$ cat src/rtl/pbctl_pkg.sv
package pbctl_pkg;
   typedef enum logic [1:0] {
      PS_OFF   = 2'd0,
      PS_START = 2'd1,
      PS_RUN   = 2'd2,
      PS_LOWV  = 2'd3
   } pwr_state_t;
endpackage

$ cat src/rtl/pbctl_debounce.sv
module pbctl_debounce #(
   parameter int SYNC_STAGES  = 2,
   parameter int DEBOUNCE_CYC = 8
) (
   input  logic clk,
   input  logic rst_n,
   input  logic raw_n,
   output logic pressed_o,
   output logic press_evt_o
);
   localparam int CW = $clog2(DEBOUNCE_CYC + 1);

   logic [SYNC_STAGES-1:0] sync_q;
   logic [CW-1:0]          run_q;
   logic                   level_q;
   logic                   level_d1_q;
   logic                   sampled_press;

   // metastability chain, idle level is released (1)
   always_ff @(posedge clk or negedge rst_n) begin
      if (!rst_n) sync_q <= '1;
      else        sync_q <= {sync_q[SYNC_STAGES-2:0], raw_n};
   end

   assign sampled_press = ~sync_q[SYNC_STAGES-1];

   // accept a new level only after an unbroken run of DEBOUNCE_CYC samples
   always_ff @(posedge clk or negedge rst_n) begin
      if (!rst_n) begin
         run_q   <= '0;
         level_q <= 1'b0;
      end else if (sampled_press == level_q) begin
         run_q <= '0;
      end else if (run_q == CW'(DEBOUNCE_CYC - 1)) begin
         level_q <= sampled_press;
         run_q   <= '0;
      end else begin
         run_q <= run_q + 1'b1;
      end
   end

   always_ff @(posedge clk or negedge rst_n) begin
      if (!rst_n) level_d1_q <= 1'b0;
      else        level_d1_q <= level_q;
   end

   assign pressed_o   = level_q;
   assign press_evt_o = level_q & ~level_d1_q;
endmodule

$ cat src/rtl/pbctl_seq.sv
module pbctl_seq
   import pbctl_pkg::*;
#(
   parameter int CONFIRM_CYC         = 40,
   parameter int RST_CYC             = 10,
   parameter int GRACE_CYC           = 20,
   parameter bit CHECK_AFTER_RELEASE = 1'b1
) (
   input  logic       clk,
   input  logic       rst_n,
   input  logic       press_evt,
   input  logic       pb_held,
   input  logic       hold_i,
   input  logic       vcc_ok_i,
   input  logic       vcc_low_i,
   output pwr_state_t state_o,
   output logic       pwr_on,
   output logic       rst_act,
   output logic       fail_start,
   output logic       uv_enter,
   output logic       btn_int,
   output logic       off_enter
);
   localparam int MAXC = (CONFIRM_CYC > GRACE_CYC) ? CONFIRM_CYC : GRACE_CYC;
   localparam int CW   = $clog2(MAXC + 1);

   pwr_state_t    state_q, state_d;
   logic [CW-1:0] win_q;
   logic          confirm_ok;

   generate
      if (CHECK_AFTER_RELEASE) begin : g_after_release
         assign confirm_ok = hold_i & ~pb_held;
      end else begin : g_while_held
         assign confirm_ok = hold_i;
      end
   endgenerate

   always_comb begin
      state_d = state_q;
      unique case (state_q)
         PS_OFF: begin
            if (press_evt && vcc_ok_i) state_d = PS_START;
         end
         PS_START: begin
            if (confirm_ok)                             state_d = PS_RUN;
            else if (win_q == CW'(CONFIRM_CYC - 1))     state_d = PS_OFF;
         end
         PS_RUN: begin
            if (!hold_i)        state_d = PS_OFF;
            else if (vcc_low_i) state_d = PS_LOWV;
         end
         PS_LOWV: begin
            if (!hold_i || win_q == CW'(GRACE_CYC - 1)) state_d = PS_OFF;
         end
         default: state_d = PS_OFF;
      endcase
   end

   always_ff @(posedge clk or negedge rst_n) begin
      if (!rst_n) begin
         state_q <= PS_OFF;
         win_q   <= '0;
      end else begin
         state_q <= state_d;
         if (state_d != state_q)       win_q <= '0;
         else if (win_q != CW'(MAXC))  win_q <= win_q + 1'b1;
      end
   end

   assign state_o    = state_q;
   assign pwr_on     = (state_q != PS_OFF);
   assign rst_act    = (state_q == PS_START) && (win_q < CW'(RST_CYC));
   assign fail_start = (state_q == PS_OFF) && press_evt && !vcc_ok_i;
   assign uv_enter   = (state_q == PS_RUN) && (state_d == PS_LOWV);
   assign btn_int    = (state_q == PS_RUN) && (state_d == PS_RUN) && press_evt;
   assign off_enter  = (state_q != PS_OFF) && (state_d == PS_OFF);
endmodule

$ cat src/rtl/pbctl_flags.sv
module pbctl_flags #(
   parameter bit EN_ACTIVE_HIGH = 1'b1
) (
   input  logic clk,
   input  logic rst_n,
   input  logic pwr_on,
   input  logic rst_act,
   input  logic pb_held,
   input  logic fail_start,
   input  logic uv_enter,
   input  logic btn_int,
   input  logic off_enter,
   output logic en_o,
   output logic rst_o,
   output logic int_o,
   output logic pbout_o,
   output logic vcclo_o
);
   logic int_q;
   logic low_q;

   always_ff @(posedge clk or negedge rst_n) begin
      if (!rst_n)                   int_q <= 1'b0;
      else if (off_enter)           int_q <= 1'b0;
      else if (btn_int || uv_enter) int_q <= 1'b1;
   end

   always_ff @(posedge clk or negedge rst_n) begin
      if (!rst_n)                      low_q <= 1'b0;
      else if (off_enter)              low_q <= 1'b0;
      else if (uv_enter || fail_start) low_q <= 1'b1;
      else if (!pwr_on && !pb_held)    low_q <= 1'b0;
   end

   generate
      if (EN_ACTIVE_HIGH) begin : g_en_high
         assign en_o = pwr_on;
      end else begin : g_en_low
         assign en_o = ~pwr_on;
      end
   endgenerate

   assign rst_o   = rst_act;
   assign int_o   = int_q;
   assign pbout_o = pb_held;
   assign vcclo_o = low_q;
endmodule

$ cat src/rtl/pbctl_top.sv
module pbctl_top
   import pbctl_pkg::*;
#(
   parameter int SYNC_STAGES         = 2,
   parameter int DEBOUNCE_CYC        = 1_600_000,
   parameter int CONFIRM_CYC         = 25_000_000,
   parameter int RST_CYC             = 500_000,
   parameter int GRACE_CYC           = 5_000_000,
   parameter bit EN_ACTIVE_HIGH      = 1'b1,
   parameter bit CHECK_AFTER_RELEASE = 1'b1
) (
   input  logic clk,
   input  logic rst_n,
   input  logic pb_n,
   input  logic hold_i,
   input  logic vcc_ok_i,
   input  logic vcc_low_i,
   output logic en_o,
   output logic rst_o,
   output logic int_o,
   output logic pbout_o,
   output logic vcclo_o
);
   generate
      if (SYNC_STAGES < 2) begin : g_bad_sync
         $error("pbctl_top: SYNC_STAGES must be at least 2");
      end
      if (DEBOUNCE_CYC < 1 || GRACE_CYC < 1) begin : g_bad_time
         $error("pbctl_top: DEBOUNCE_CYC and GRACE_CYC must be positive");
      end
      if (CONFIRM_CYC < 2 || RST_CYC >= CONFIRM_CYC) begin : g_bad_window
         $error("pbctl_top: RST_CYC must be shorter than CONFIRM_CYC");
      end
   endgenerate

   logic       pb_held, press_evt;
   pwr_state_t seq_state;
   logic       pwr_on, rst_act, fail_start, uv_enter, btn_int, off_enter;

   pbctl_debounce #(
      .SYNC_STAGES (SYNC_STAGES),
      .DEBOUNCE_CYC(DEBOUNCE_CYC)
   ) u_debounce (
      .clk        (clk),
      .rst_n      (rst_n),
      .raw_n      (pb_n),
      .pressed_o  (pb_held),
      .press_evt_o(press_evt)
   );

   pbctl_seq #(
      .CONFIRM_CYC        (CONFIRM_CYC),
      .RST_CYC            (RST_CYC),
      .GRACE_CYC          (GRACE_CYC),
      .CHECK_AFTER_RELEASE(CHECK_AFTER_RELEASE)
   ) u_seq (
      .clk       (clk),
      .rst_n     (rst_n),
      .press_evt (press_evt),
      .pb_held   (pb_held),
      .hold_i    (hold_i),
      .vcc_ok_i  (vcc_ok_i),
      .vcc_low_i (vcc_low_i),
      .state_o   (seq_state),
      .pwr_on    (pwr_on),
      .rst_act   (rst_act),
      .fail_start(fail_start),
      .uv_enter  (uv_enter),
      .btn_int   (btn_int),
      .off_enter (off_enter)
   );

   pbctl_flags #(
      .EN_ACTIVE_HIGH(EN_ACTIVE_HIGH)
   ) u_flags (
      .clk       (clk),
      .rst_n     (rst_n),
      .pwr_on    (pwr_on),
      .rst_act   (rst_act),
      .pb_held   (pb_held),
      .fail_start(fail_start),
      .uv_enter  (uv_enter),
      .btn_int   (btn_int),
      .off_enter (off_enter),
      .en_o      (en_o),
      .rst_o     (rst_o),
      .int_o     (int_o),
      .pbout_o   (pbout_o),
      .vcclo_o   (vcclo_o)
   );
endmodule

$ cat config.mk
export PLATFORM = sky130hd
export DESIGN_NAME = pbctl_top
export DESIGN_NICKNAME = d
export VERILOG_FILES = /design/src/rtl/pbctl_pkg.sv /design/src/rtl/pbctl_debounce.sv /design/src/rtl/pbctl_seq.sv /design/src/rtl/pbctl_flags.sv /design/src/rtl/pbctl_top.sv
export SDC_FILE = /design/constraint.sdc
export NUM_CORES = 1
export LEC_CHECK = 0
export BUFFER_PORTS_ARGS = -buffer_cell sky130_fd_sc_hd__buf_2
export CORE_MARGIN = 2
export CORE_UTILIZATION = 46
export DETAILED_ROUTE_END_ITERATION = 8
export SYNTH_ARGS = -nofsm -noshare
export SYNTH_HDL_FRONTEND = slang
export SYNTH_SLANG_ARGS = --single-unit
$ cat constraint.sdc
create_clock -name clk -period 2.4 [get_ports clk]
set_input_delay 0.24 -clock clk [delete_from_list [all_inputs] [get_ports clk]]
set_output_delay 0.24 -clock clk [all_outputs]
set_load 0.05 [all_outputs]
; After elaboration in Yosys (flattened, before gate mapping)
; Cells that the tools add are included.
[totals]
ff_bits = 54
latchBits = 0
ramBits = 0
romBits = 0
in_bits = 6
output_inout_bits = 5
n_memories = 0
[classes]
n_addsub = 2
n_mul = 0
div = 0
magnitude_cmp = 1
n_eq_ne = 11
shifts = 0
muxes = 16
bitwise_logic = 6
n_reduce_logical = 23
[op_table]
columns = cell, n
row1 = $mux 25, 2
row2 = $mux 21, 2
row3 = $add 25x1->25 const B, 1
row4 = $eq 25x23->1 const B, 1
row5 = $eq 25x25->1 const B, 1
row6 = $lt 25x19->1 const B, 1
row7 = $ne 25x25->1 const B, 1
row8 = $add 21x1->21 const B, 1
row9 = $eq 21x21->1 const B, 1
row10 = $mux 2, 6
row11 = $logic_and 1x1->1, 9
row12 = $eq 2x2->1 const B, 4
row13 = $pmux 2 s4, 1
row14 = $reduce_bool 2->1, 3
row15 = $mux 1, 5
row16 = $logic_not 1->1, 4
row17 = $logic_not 2->1, 2
row18 = $not 1->1, 4
row19 = $logic_or 1x1->1, 3
row20 = $reduce_bool 3->1, 1
row21 = $and 1x1->1, 2
row22 = $eq 2x1->1 const B, 1
row23 = $ne 2x2->1, 1
row24 = $reduce_and 2->1, 1
row25 = $eq 1x1->1, 1

; Longest topological paths before layout
; Gate-level depths: netlist (run 1).
[logic_depth]
ltp_word = 11
depth_mapped = 8
mapped_depth_nobuf = 7

; Cells and area by module
; A second synthesis (run 1) with hierarchy kept.
[unflattened]
hier_cells = 314
area_unflattened_um2 = 2955.3
[modules_own_cells]
columns = mod, instances, cells_each, area_per_inst_um2, seq_area_each_um2
row1 = pbctl_seq, 1, 182, 1649.1, 675.6
row2 = pbctl_debounce, 1, 122, 1211.2, 628.1
row3 = pbctl_flags, 1, 10, 95.1, 50.0

; Least setup slack after synthesis (run 1)
; OpenSTA, ideal clock, no wires.
[synth_path]
path_type = register to output
start = register u_seq.win_q[6]
end = output port rst_o
arrival_time_ns = 2.794
t_required_ns = 2.160
setup_slack_ns = -0.634
path_stages_with_launch = 6
n_path_buf = 1
path_cell_list = dfrtp_1 > clkdlybuf4s50_2 > o31ai_1 > a21boi_0 > o21ai_0 > nor4bb_1
[synth_via]
elab_chain_len = 2
[synth_lines]
columns = element, line_no
row1 = from (decl), pbctl_seq.sv:28  ; logic [CW-1:0] win_q;
row2 = from (signal assigned), pbctl_seq.sv:67  ; else if (win_q != CW'(MAXC)) win_q <= win_q + 1'b1;
row3 = $lt 25x19->1, pbctl_seq.sv:73  ; assign rst_act = (state_q == PS_START) && (win_q < CW'(RST_CYC));
row4 = $logic_and 1x1->1, pbctl_seq.sv:73
row5 = to (decl), pbctl_top.sv:19  ; output logic rst_o,
; No other way between the ends.

; Worst setup path after layout (run 1)
[layout_path]
start = register u_seq.win_q[13]
end = register u_seq.win_q[10]
[layout_via]
elab_chain_len = 6
[layout_lines]
columns = element, line_no
row1 = $eq 25x25->1 or $eq 25x23->1 (tied branches), "pbctl_seq.sv:47, pbctl_seq.sv:54"
row2 = $mux 2 or $logic_or 1x1->1 (tied branches), "pbctl_seq.sv:47, pbctl_seq.sv:54"
row3 = $mux 2 (on tied branches), "pbctl_seq.sv:46, pbctl_seq.sv:54"
row4 = $pmux 2 s4, pbctl_seq.sv:41  ; unique case (state_q)
row5 = $ne 2x2->1, pbctl_seq.sv:66  ; if (state_d != state_q) win_q <= '0;
row6 = $mux 25 or $reduce_bool 2->1 (tied branches), -
; Parallel ways exist; a longest one is shown, timed or not.
; A chain may end at the register's enable or synchronous reset.

==> run_results.csv, run 1 <==
group,metric,value,unit
run_status,outcome,"complete, but fails checks",
run_status,violations,"setup timing",
placed_design,dp.cells,401,
critical_path,rr_startpoint,"u_seq.win_q[13]",
critical_path,critical_path_class,"flip-flop to flip-flop",
logic_synthesis,synth_top_family_by_area,"simple AND/OR/NAND/NOR gates",
global_route,grt_start_max_net_pins,36,
layout,final_layout_size_suffix_gt1_share,17.3,%
floorplan,rows,28,
logic_synthesis,netlist_area,2840,µm²
critical_path,cp-end-kind,"flip-flop",
pwr,p_seq_share,45.8,%
routing,vias,2110,
layout,fill_cells,570,
clock_network,clock-sinks,54,
pwr,cellPowerDensity,675,nW/µm²
worst_hold_path,holdCritPathClass,"input port to flip-flop",
pwr,p_leak,1.40,nW
clock_network,htree_levels,2,
logic_synthesis,yosys.area_share.simple,29.1,%
worst_hold_path,min_from,"pb_n",
timing,setup_slack,-0.0639,ns
logic_synthesis,synth-seq-area-share,47.6,%
clock_network,cts_resized,0,
timing,rsz0062_at_grt,"true",
clock_network,postCtsSetupBuffers,0,
floorplan,dieArea,6820,µm²
global_route,grt_util_all_layers,17.9,%
clock_network,numCtsBuffers,5,
logic_synthesis,synthFlopType,"dfrtp_1",
logic_synthesis,netlist_instances,299,
floorplan,core_area,5960,µm²
timing,fin_crit,2.46,ns
routing,routedWlPerCell,13.3,µm
clock_network,cts_tree,"built",
logic_synthesis,synth_edf_count,0,
floorplan,ios,11,
placed_design,portBuffers,10,
timing,whs,0.0252,ns
logic_synthesis,avgSynthCellArea,9.51,µm²
critical_path,r2r_setup_slack,-0.06,ns
pwr,vdd_ir_drop_max,0.422,mV
timing,final_hold_viol_count,0,
pwr,p_int,1.44,mW
floorplan,die_y,82.6,µm
logic_synthesis,synth_xor_area_share,13.2,%
logic_synthesis,yosys_warnings,0,
layout,utilization,54.6,%
logic_synthesis,async_flop_share,100,%
routing,first_iter_violations,90,
critical_path,required,2.60,ns
critical_path,startpoint,"u_seq.win_q[13]",
global_route,grt_pass1_wl,9280,µm
layout,stdcell_area,3250,µm²
routing,drc_errors,0,
logic_synthesis,syn-num-nets,308,
placed_design,place_area,3150,µm²
pwr,pwr-share-comb,31.0,%
timing,finalSetupViolCount,25,
flow_run,drv_cap,0,
timing,max_freq,406,MHz
routing,drt_wl_total,5440,µm
logic_synthesis,synth.distinct_cells,48,
layout,fin_nets,343,
timing,finalCritPeriodShare,103,%
timing,fin_skew,0.00528,ns
layout,layout.cells.non_filler,410,
placed_design,routabilityCongestion,0.777,
logic_synthesis,yosys_register_bits,54,
timing,maxSlewViolCount,0,
layout,synthToLayoutAreaGrowth,14.3,%
timing,tightestPinTransition,0.449,ns
global_route,grt_pass1_vias,2056,
global_route,grt_antenna_before_repair,0,
routing,drtPass1Iterations,4,
timing,max-slew-margin-rel,70.0,%
pwr,power.total,2.19,mW
layout,diodes,0,
placed_design,dp_hpwl,3950,µm
floorplan,die_w,82.6,µm
pwr,switching_share,34.5,%
logic_synthesis,synth_compound_area_share,4.09,%
routing,vias_per_cell,5.15,
critical_path,cp-start-kind,"flip-flop",
pwr,p_clk_share,23.2,%
critical_path,path_max_fanout,25,
floorplan,start_util,47.7,%
pwr,p_switching,0.756,mW
clock_network,clock_latency,0.31,ns
clock_network,clk_pin_slew,0.10,ns
clock_network,cts_buffer_depth,2,
routing,drtAntennaViolNets,0,
clock_network,ctsRootBufferMaster,"clkbuf_8",
logic_synthesis,synthMuxAreaShare,1.14,%
critical_path,arrival,2.67,ns
logic_synthesis,yosys.area_share.adder,1.32,%
global_route,grt_overflow_total,0,
==> layout by cell type (no fill, tap or decap), types with 2 or more instances in the layout <==
master / n
nand2b_1: 2
buf_2: 10
dfstp_2: 2
nand4_1: 15
nand2_1: 19
a21oi_1: 6
o21ai_0: 2
nor4_1: 4
xor2_1: 27
buf_4: 25
ha_1: 3
dfrtp_1: 52
nand3_1: 15
and3_1: 6
nor2_1: 64
xnor2_1: 16
clkbuf_8: 5
a21boi_0: 2
inv_1: 9
or3_4: 2
nor3_1: 12
and4_1: 6
==> cells by family after synthesis <==
kind of cell	Yosys count
xor+xnor	43
fa+ha+maj	3
flops	54
buf+inv	18
mux	2
simple gates	162
compound gates	17
==> layer usage <==
metal / GRT usage, % / vias up / wire length, µm
li1: - / 1093 / -
met1: 22.8 / 988 / 2630
met2: 30.6 / 21 / 2590
met3: 3.48 / 8 / 127
met4: 5.57 / 0 / 91
met5: 0 / - / 0
==> stage by stage <==
step	TNS [ns]	setup slack (ns)
CTS	-1.60	-0.0782
detailed placement	-0.972	-0.0482
global placement	-0.206	-0.0137
global route	-3.20	-0.138
floorplan	-0.115	-0.0102
finish	-1.34	-0.0639
==> sequential cells by signal (all words and copies together) (netlist names) <==
signal,cells
u_debounce.level_d1_q,1
u_debounce.pressed_o,1
u_debounce.run_q,21
u_debounce.sync_q,2
u_flags.int_o,1
u_flags.vcclo_o,1
u_seq.state_o,2
u_seq.win_q,25
==> path summary, 6_finish.rpt <==
kind,to,cells past startpoint
setup / recovery,u_seq.win_q[10],7
hold / removal,u_debounce.sync_q[0],1
setup reg to reg,u_seq.win_q[10],7
min in group asynchronous,u_seq.win_q[2],2
hold reg to reg,u_debounce.sync_q[1],0
max in group asynchronous,u_debounce.run_q[20],3
==> synthesized netlist by cell type, drive strengths merged, types with 2 or more instances <==
master | instances | area, µm²
inv | 9 | 33.8
or4 | 2 | 18.8
and3 | 7 | 45.1
nor4bb | 2 | 20.0
or3 | 3 | 20.0
a21boi | 2 | 15.0
nor2 | 65 | 246
buf | 4 | 37.5
nand3 | 15 | 75.1
or3b | 2 | 17.5
xor2 | 27 | 236
mux2i | 2 | 32.5
dfstp | 2 | 52.6
nor4 | 4 | 25.0
nand2 | 19 | 71.3
nor3 | 12 | 60.1
o21ai | 2 | 10.0
and4 | 6 | 52.6
a21oi | 6 | 30.0
ha | 3 | 37.5
nand2b | 2 | 12.5
xnor2 | 16 | 140
dfrtp | 52 | 1300
clkbuf | 4 | 15.0
nand4 | 15 | 93.8
==> worst max-delay path, stage by stage, from the launching register on <==
cell,delay [ns]
dfrtp_1,0.40
or3_4,0.38
or4_4,0.56
a211oi_2,0.22
and4bb_4,0.29
mux2i_4,0.25
buf_12,0.19
nor2_1,0.06
==> power by group through the flow <==
stage	registers, mW	logic, mW	clock network, mW
finish	1.00	0.681	0.508
global route	1.01	0.747	0.562
CTS	1.00	0.694	0.528
detailed placement	1.02	0.693	0
global placement	1.02	0.689	0
floorplan	1.07	0.451	0
==> what timing repair did <==
item	in CTS	in global routing
hold endpoints to repair	17	0
hold buffers	1	0
endpoints found under the setup margin	25	25
==> final cells by class <==
type | count | area (µm²) | share of cell area [%]
clock inverters | 2 | 13.8 | 0.423
repair buffers | 37 | 268 | 8.24
clock buffers | 6 | 72.6 | 2.23
well taps | 75 | 93.8 | 2.89
multi-input cells | 227 | 1420 | 43.5
flip-flops and latches | 54 | 1350 | 41.6
inverters | 9 | 33.8 | 1.04
No activity file was read; power rests on OpenSTA's default activity.
==> run 2: changes to the inputs <==
--- a/config.mk
+++ b/config.mk
@@ -5,10 +5,12 @@
 export SDC_FILE = /design/constraint.sdc
 export NUM_CORES = 1
 export LEC_CHECK = 0
+export ABC_AREA = 1
 export BUFFER_PORTS_ARGS = -buffer_cell sky130_fd_sc_hd__buf_2
-export CORE_MARGIN = 2
+export CORE_MARGIN = 3
 export CORE_UTILIZATION = 46
 export DETAILED_ROUTE_END_ITERATION = 8
 export SYNTH_ARGS = -nofsm -noshare
 export SYNTH_HDL_FRONTEND = slang
 export SYNTH_SLANG_ARGS = --single-unit
+export TNS_END_PERCENT = 30
==> run_results.csv, run 2 <==
group,metric,value,unit
clock_network,postCtsSetupBuffers,0,
logic_synthesis,synth_edf_count,0,
floorplan,die_w,87.8,µm
logic_synthesis,synth.most_common_cell,"nor2_1",
pwr,cellPowerDensity,510,nW/µm²
routing,first_iter_violations,124,
global_route,grt_antenna_before_repair,0,
floorplan,ios,11,
logic_synthesis,netlist_area,3080,µm²
logic_synthesis,synth_area_leader_cell,"dfrtp_1",
logic_synthesis,yosys_register_bits,54,
timing,rsz0062_at_grt,"false",
logic_synthesis,synth.distinct_cells,30,
logic_synthesis,synth_top_area_share,42.3,%
routing,drtAntennaViolNets,0,
timing,fin_skew,0.00733,ns
layout,synthToLayoutAreaGrowth,9.07,%
critical_path,critical_path_class,"flip-flop to primary output",
logic_synthesis,ys_top_cells_by_count,"nor2_1, nand2_1, dfrtp_1, inv_1, nand3_1",
layout,utilization,52.2,%
layout,layout_commonest_cell,"nor2_1",
clock_network,cts_tree,"built",
layout,largestRegisters,"u_seq.win_q: 25 flops, u_debounce.run_q: 21 flops",
floorplan,dieArea,7700,µm²
clock_network,ctsRootBufferMaster,"clkbuf_8",
global_route,grt_overflow_total,0,
timing,final_hold_viol_count,0,
logic_synthesis,synthTopCellsByArea,"dfrtp_1, nor2_1, nand2_1, inv_1, xor2_1",
critical_path,arrival,1.81,ns
timing,whs,0.0248,ns
timing,finalSetupViolCount,0,
routing,vias,2487,
timing,max-slew-margin-rel,58.4,%
placed_design,dp_hpwl,4720,µm
timing,maxSlewViolCount,0,
timing,finalCritPeriodShare,85.4,%
clock_network,cts_resized,0,
global_route,grt_util_all_layers,17.8,%
routing,routedWlPerCell,13.0,µm
clock_network,htree_levels,2,
critical_path,cp-start-kind,"flip-flop",
layout,final_cell_mix,"nor2_1, nand2_1, dfrtp_1",
logic_synthesis,avgSynthCellArea,7.87,µm²
logic_synthesis,yosys_warnings,0,
timing,max_freq,488,MHz
clock_network,cts_buffer_depth,2,
placed_design,routabilityCongestion,0.888,
critical_path,path_delay_family,"flip-flops",
clock_network,clock_latency,0.30,ns
critical_path,cp-end-kind,"primary output",
logic_synthesis,synthFlopType,"dfrtp_1",
clock_network,numCtsBuffers,5,
critical_path,path_max_fanout,7,
critical_path,required,2.16,ns
clock_network,clk_pin_slew,0.10,ns
pwr,p_leak,1.48,nW
routing,drc_errors,0,
logic_synthesis,async_flop_share,100,%
logic_synthesis,netlist_instances,391,
flow_run,drv_cap,0,
layout,diodes,0,
critical_path,crit_slowest_cell,"dfrtp_1",
critical_path,critPathBufInv,2,
global_route,grt_pass1_vias,2358,
routing,vias_per_cell,5.14,
critical_path,slowest_delay,0.48,ns
critical_path,path_cells,"inv_2 > nand2_1 > o21ai_0 > nand2_1 > a211oi_1 > nor2_1 > nor2_1 > buf_2",
floorplan,rows,29,
layout,final_layout_size_suffix_gt1_share,14.0,%
routing,drtPass1Iterations,6,
global_route,grt_start_max_net_pins,29,
pwr,vdd_ir_drop_max,0.343,mV
logic_synthesis,synth-seq-area-share,44.0,%
timing,fin_crit,2.05,ns
floorplan,die_y,87.8,µm
floorplan,start_util,47.9,%
routing,drt_wl_total,6300,µm
global_route,grt_pass1_wl,10800,µm
floorplan,core_area,6420,µm²
run_status,outcome,"complete, no violations",
timing,tightestPinTransition,0.625,ns
pwr,power.total,1.71,mW
layout,fin_nets,415,
layout,regMostFlops,"u_seq.win_q",
layout,largest_reg_flops,25,
clock_network,clock-sinks,54,
logic_synthesis,syn-num-nets,400,
worst_hold_path,holdCritPathClass,"input port to flip-flop",
timing,tns,0,ns
placed_design,portBuffers,10,
## run 2: changes by cell type in the layout (fill, tap and decap cells not counted), moves of 5 or more
| cell | before | now |
|---|---|---|
| and4_1 | 6 | 0 |
| buf_4 | 25 | 3 |
| o21ai_0 | 2 | 9 |
| xor2_1 | 27 | 20 |
| nand2_1 | 19 | 64 |
| nand3_1 | 15 | 23 |
| xnor2_1 | 16 | 11 |
| nor3_1 | 12 | 18 |
| inv_1 | 9 | 47 |
| nor2_2 | 1 | 22 |
| nor4_1 | 4 | 9 |
| and3_1 | 6 | 0 |
## run 2: cell families after synthesis
kind of cell	after synthesis	share of synthesized area, %
AO/OA/AOI/OAI	21	4.03
AND/OR/NAND/NOR	227	34.5
flip-flops	54	44.0
buffers and inverters	55	7.36
XOR/XNOR	31	8.83
adder cells (fa/ha/maj)	3	1.22
## run 2: final timing paths
| check | startpoint | endpoint | cells after the start | slack (ns) |
|---|---|---|---|---|
| max reg2reg | u_seq.win_q[0] | u_seq.win_q[14] | 11 | 0.35 |
| max in group asynchronous | rst_n | u_debounce.sync_q[1] | 3 | 1.21 |
| max | u_seq.win_q[7] | rst_o | 8 | 0.35 |
| min reg2reg | u_debounce.sync_q[0] | u_debounce.sync_q[1] | 0 | 0.37 |
| min | pb_n | u_debounce.sync_q[0] | 1 | 0.02 |
| min in group asynchronous | rst_n | u_debounce.run_q[0] | 2 | 0.48 |
## run 2: layer usage
layer | global-route usage (%) | wire [µm]
met5 | 0 | 0
met4 | 4.88 | 63
met3 | 3.10 | 229
met2 | 26.6 | 2690
met1 | 26.5 | 3320
## run 2: stage by stage
step           worst slack, ns  std cells  cell area [µm²]
3_3_place_gp             0.429        475             3200
6_report                 0.350        484             3350
4_1_cts                  0.337        484             3350
5_1_grt                  0.115        484             3350
3_5_place_dp             0.339        475             3200
2_1_floorplan            0.506        391             3080
## run 2: area by class of cell
type	instances	area (µm²)
multi-input cells	282	1500
clock inverters	2	60.1
repair buffers	14	82.6
clock buffers	6	82.6
inverters	49	184
flip-flops and latches	54	1350
well taps	77	96.3
fillers	610	3070
## run 2: where the power goes
part | total, mW | switching [mW] | internal (mW) | leakage (nW)
Combinational | 0.0441 | 0.0313 | 0.0128 | 0.668
Clock | 0.744 | 0.299 | 0.445 | 0.0714
Sequential | 0.921 | 0.00518 | 0.916 | 0.735
## run 2: worst register-to-register path: stages (launching register included)
cell and delay [ns]:
dfrtp_1 0.39, ha_1 0.18, nand2_1 0.10, nor2_4 0.12, nand2_1 0.10, nor2_2 0.11
nand2_2 0.09, a21oi_4 0.17, nand3_2 0.10, nand2_2 0.09, nand3_4 0.32, nor2_2 0.21
## run 2: repair_timing
| item | 4_1_cts | 5_1_grt |
|---|---|---|
| endpoints found under the setup margin | 0 | 0 |
| endpoints found under the hold margin | 25 | 0 |
| hold buffers | 1 | 0 |
==> run 3: changes to the inputs <==
==> constraint.sdc (replaced) <==
create_clock -name clk -period 1.83 [get_ports clk]
set_input_delay 0.183 -clock clk [delete_from_list [all_inputs] [get_ports clk]]
set_output_delay 0.183 -clock clk [all_outputs]
set_load 0.05 [all_outputs]
==> run_results.csv, run 3 (synthesis results as in run 2) <==
group,metric,value,unit
global_route,grt_overflow_total,0,
critical_path,rr_startpoint,"u_seq.win_q[10]",
run_status,outcome,"complete, but fails checks",
run_status,violations,"setup timing",
critical_path,arrival,2.06,ns
floorplan,start_util,47.9,%
floorplan,die_y,87.8,µm
routing,first_iter_violations,149,
flow_run,drv_cap,0,
worst_hold_path,min_to,"u_flags.vcclo_o",
critical_path,critical_path_class,"flip-flop to flip-flop",
worst_hold_path,hold-path-cell-count,4,
floorplan,dieArea,7700,µm²
clock_network,cts_tree,"built",
routing,drt_wl_total,6660,µm
timing,whs,0.170,ns
pwr,vdd_ir_drop_max,0.369,mV
global_route,grt_antenna_before_repair,0,
timing,finalCritPeriodShare,101,%
layout,seq_area,1350,µm²
timing,fin_skew,0.00743,ns
placed_design,portBuffers,10,
global_route,grt_util_all_layers,19.2,%
layout,layout.cells.non_filler,512,
clock_network,clock_latency,0.31,ns
critical_path,r2r_setup_slack,-0.03,ns
floorplan,ios,11,
placed_design,dp_hpwl,5070,µm
placed_design,place_area,3420,µm²
layout,final_cell_mix,"nor2_1, nand2_1, dfrtp_1",
routing,drtAntennaViolNets,0,
layout,largestRegisters,"u_seq.win_q: 25 flops, u_debounce.run_q: 21 flops",
floorplan,core_area,6420,µm²
timing,max_freq,538,MHz
timing,max-slew-margin-rel,62.2,%
critical_path,cp-end-kind,"flip-flop",
timing,finalSetupViolCount,8,
routing,routedWlPerCell,13.0,µm
layout,fill_cells,614,
layout,layout_commonest_cell,"nor2_1",
layout,utilization,56.6,%
routing,drtPass1Iterations,5,
layout,largest_reg_flops,25,
critical_path,r2r_end,"u_seq.win_q[21]",
timing,final_hold_viol_count,0,
pwr,p_switching,0.468,mW
pwr,p_clk_share,35.6,%
timing,rsz0062_at_grt,"true",
layout,stdcell_area,3630,µm²
global_route,grt_start_max_net_pins,32,
routing,vias_per_cell,5.04,
critical_path,rr_worst_depth,9,
placed_design,routabilityCongestion,0.913,
timing,maxSlewViolCount,0,
critical_path,cp-start-kind,"flip-flop",
pwr,pwr-share-comb,3.3,%
timing,fin_crit,1.86,ns
clock_network,numCtsBuffers,5,
clock_network,clock-sinks,54,
layout,diodes,0,
clock_network,cts_buffer_depth,2,
floorplan,rows,29,
pwr,p_int,1.51,mW
layout,final_layout_size_suffix_gt1_share,22.5,%
clock_network,ctsRootBufferMaster,"clkbuf_8",
pwr,switching_share,23.7,%
clock_network,clk_pin_slew,0.10,ns
worst_hold_path,holdCritPathClass,"input port to flip-flop",
timing,tns,-0.165,ns
pwr,cellPowerDensity,543,nW/µm²
worst_hold_path,min_from,"vcc_ok_i",
timing,tightestPinTransition,0.567,ns
routing,vias,2580,
routing,drc_errors,0,
timing,setup_slack,-0.0274,ns
global_route,grt_pass1_wl,11700,µm
global_route,grt_pass1_vias,2473,
layout,regMostFlops,"u_seq.win_q",
critical_path,required,2.04,ns
placed_design,dp.cells,499,
pwr,power.total,1.97,mW
floorplan,die_w,87.8,µm
layout,fin_nets,443,
pwr,p_seq_share,61.2,%
critical_path,path_max_fanout,8,
pwr,p_leak,1.61,nW
placed_design,dp_slack,0.0129,ns
clock_network,htree_levels,2,
layout,synthToLayoutAreaGrowth,18.1,%
layout,multi_input_area,1540,µm²
-- run 3: power groups by stage --
stage / sequential [mW] / clock (mW) / combinational (mW)
global route: 1.21 / 0.782 / 0.0762
finish: 1.21 / 0.702 / 0.0645
global placement: 1.23 / 0 / 0.0645
CTS: 1.21 / 0.737 / 0.0680
detailed placement: 1.23 / 0 / 0.0645
floorplan: 1.23 / 0 / 0.0179
-- run 3: worst max-delay path: stages (launching register included) --
cell       delay [ns]
dfrtp_1          0.40
nor2_1           0.20
nand3_1          0.18
nor2_2           0.15
nand2_2          0.08
a21oi_4          0.16
nand4_1          0.17
nand3_4          0.18
clkbuf_16        0.19
nor2_2           0.03
-- run 3: what timing repair did --
action | in CTS | in global routing
setup endpoints to repair | 18 | 34
pin swaps | 1 | 2
resized for setup | 10 | 8
buffers inserted | 0 | 2
cloned | 0 | 1
hold buffers | 2 | 0
endpoints found under the hold margin | 22 | 0
-- run 3: layer usage --
layer,wire (µm),global-route usage [%],vias up
met4,106,6.00,0
met1,3430,28.8,1198
li1,-,-,1328
met2,2910,28.1,42
met5,0,0,-
met3,214,3.39,12
-- run 3: how the worst max path moves through the flow --
stage | start | endpoint | slack (ns)
2_1_floorplan | u_seq.win_q[0] | u_seq.win_q[4] | 0.12
3_5_place_dp | u_seq.win_q[0] | u_seq.win_q[22] | 0.01
5_1_grt | u_seq.win_q[1] | u_seq.win_q[18] | -0.14
6_report | u_seq.win_q[10] | u_seq.win_q[21] | -0.03
3_3_place_gp | u_seq.win_q[0] | u_seq.win_q[22] | 0.07
4_1_cts | u_seq.win_q[6] | rst_o | -0.01
-- run 3: final cells by class --
class,count,area share [%]
repair buffers,42,9.92
clock inverters,3,0.723
inverters,49,5.06
multi-input cells,282,42.5
flip-flops and latches,54,37.3
clock buffers,5,1.89
well taps,77,2.65
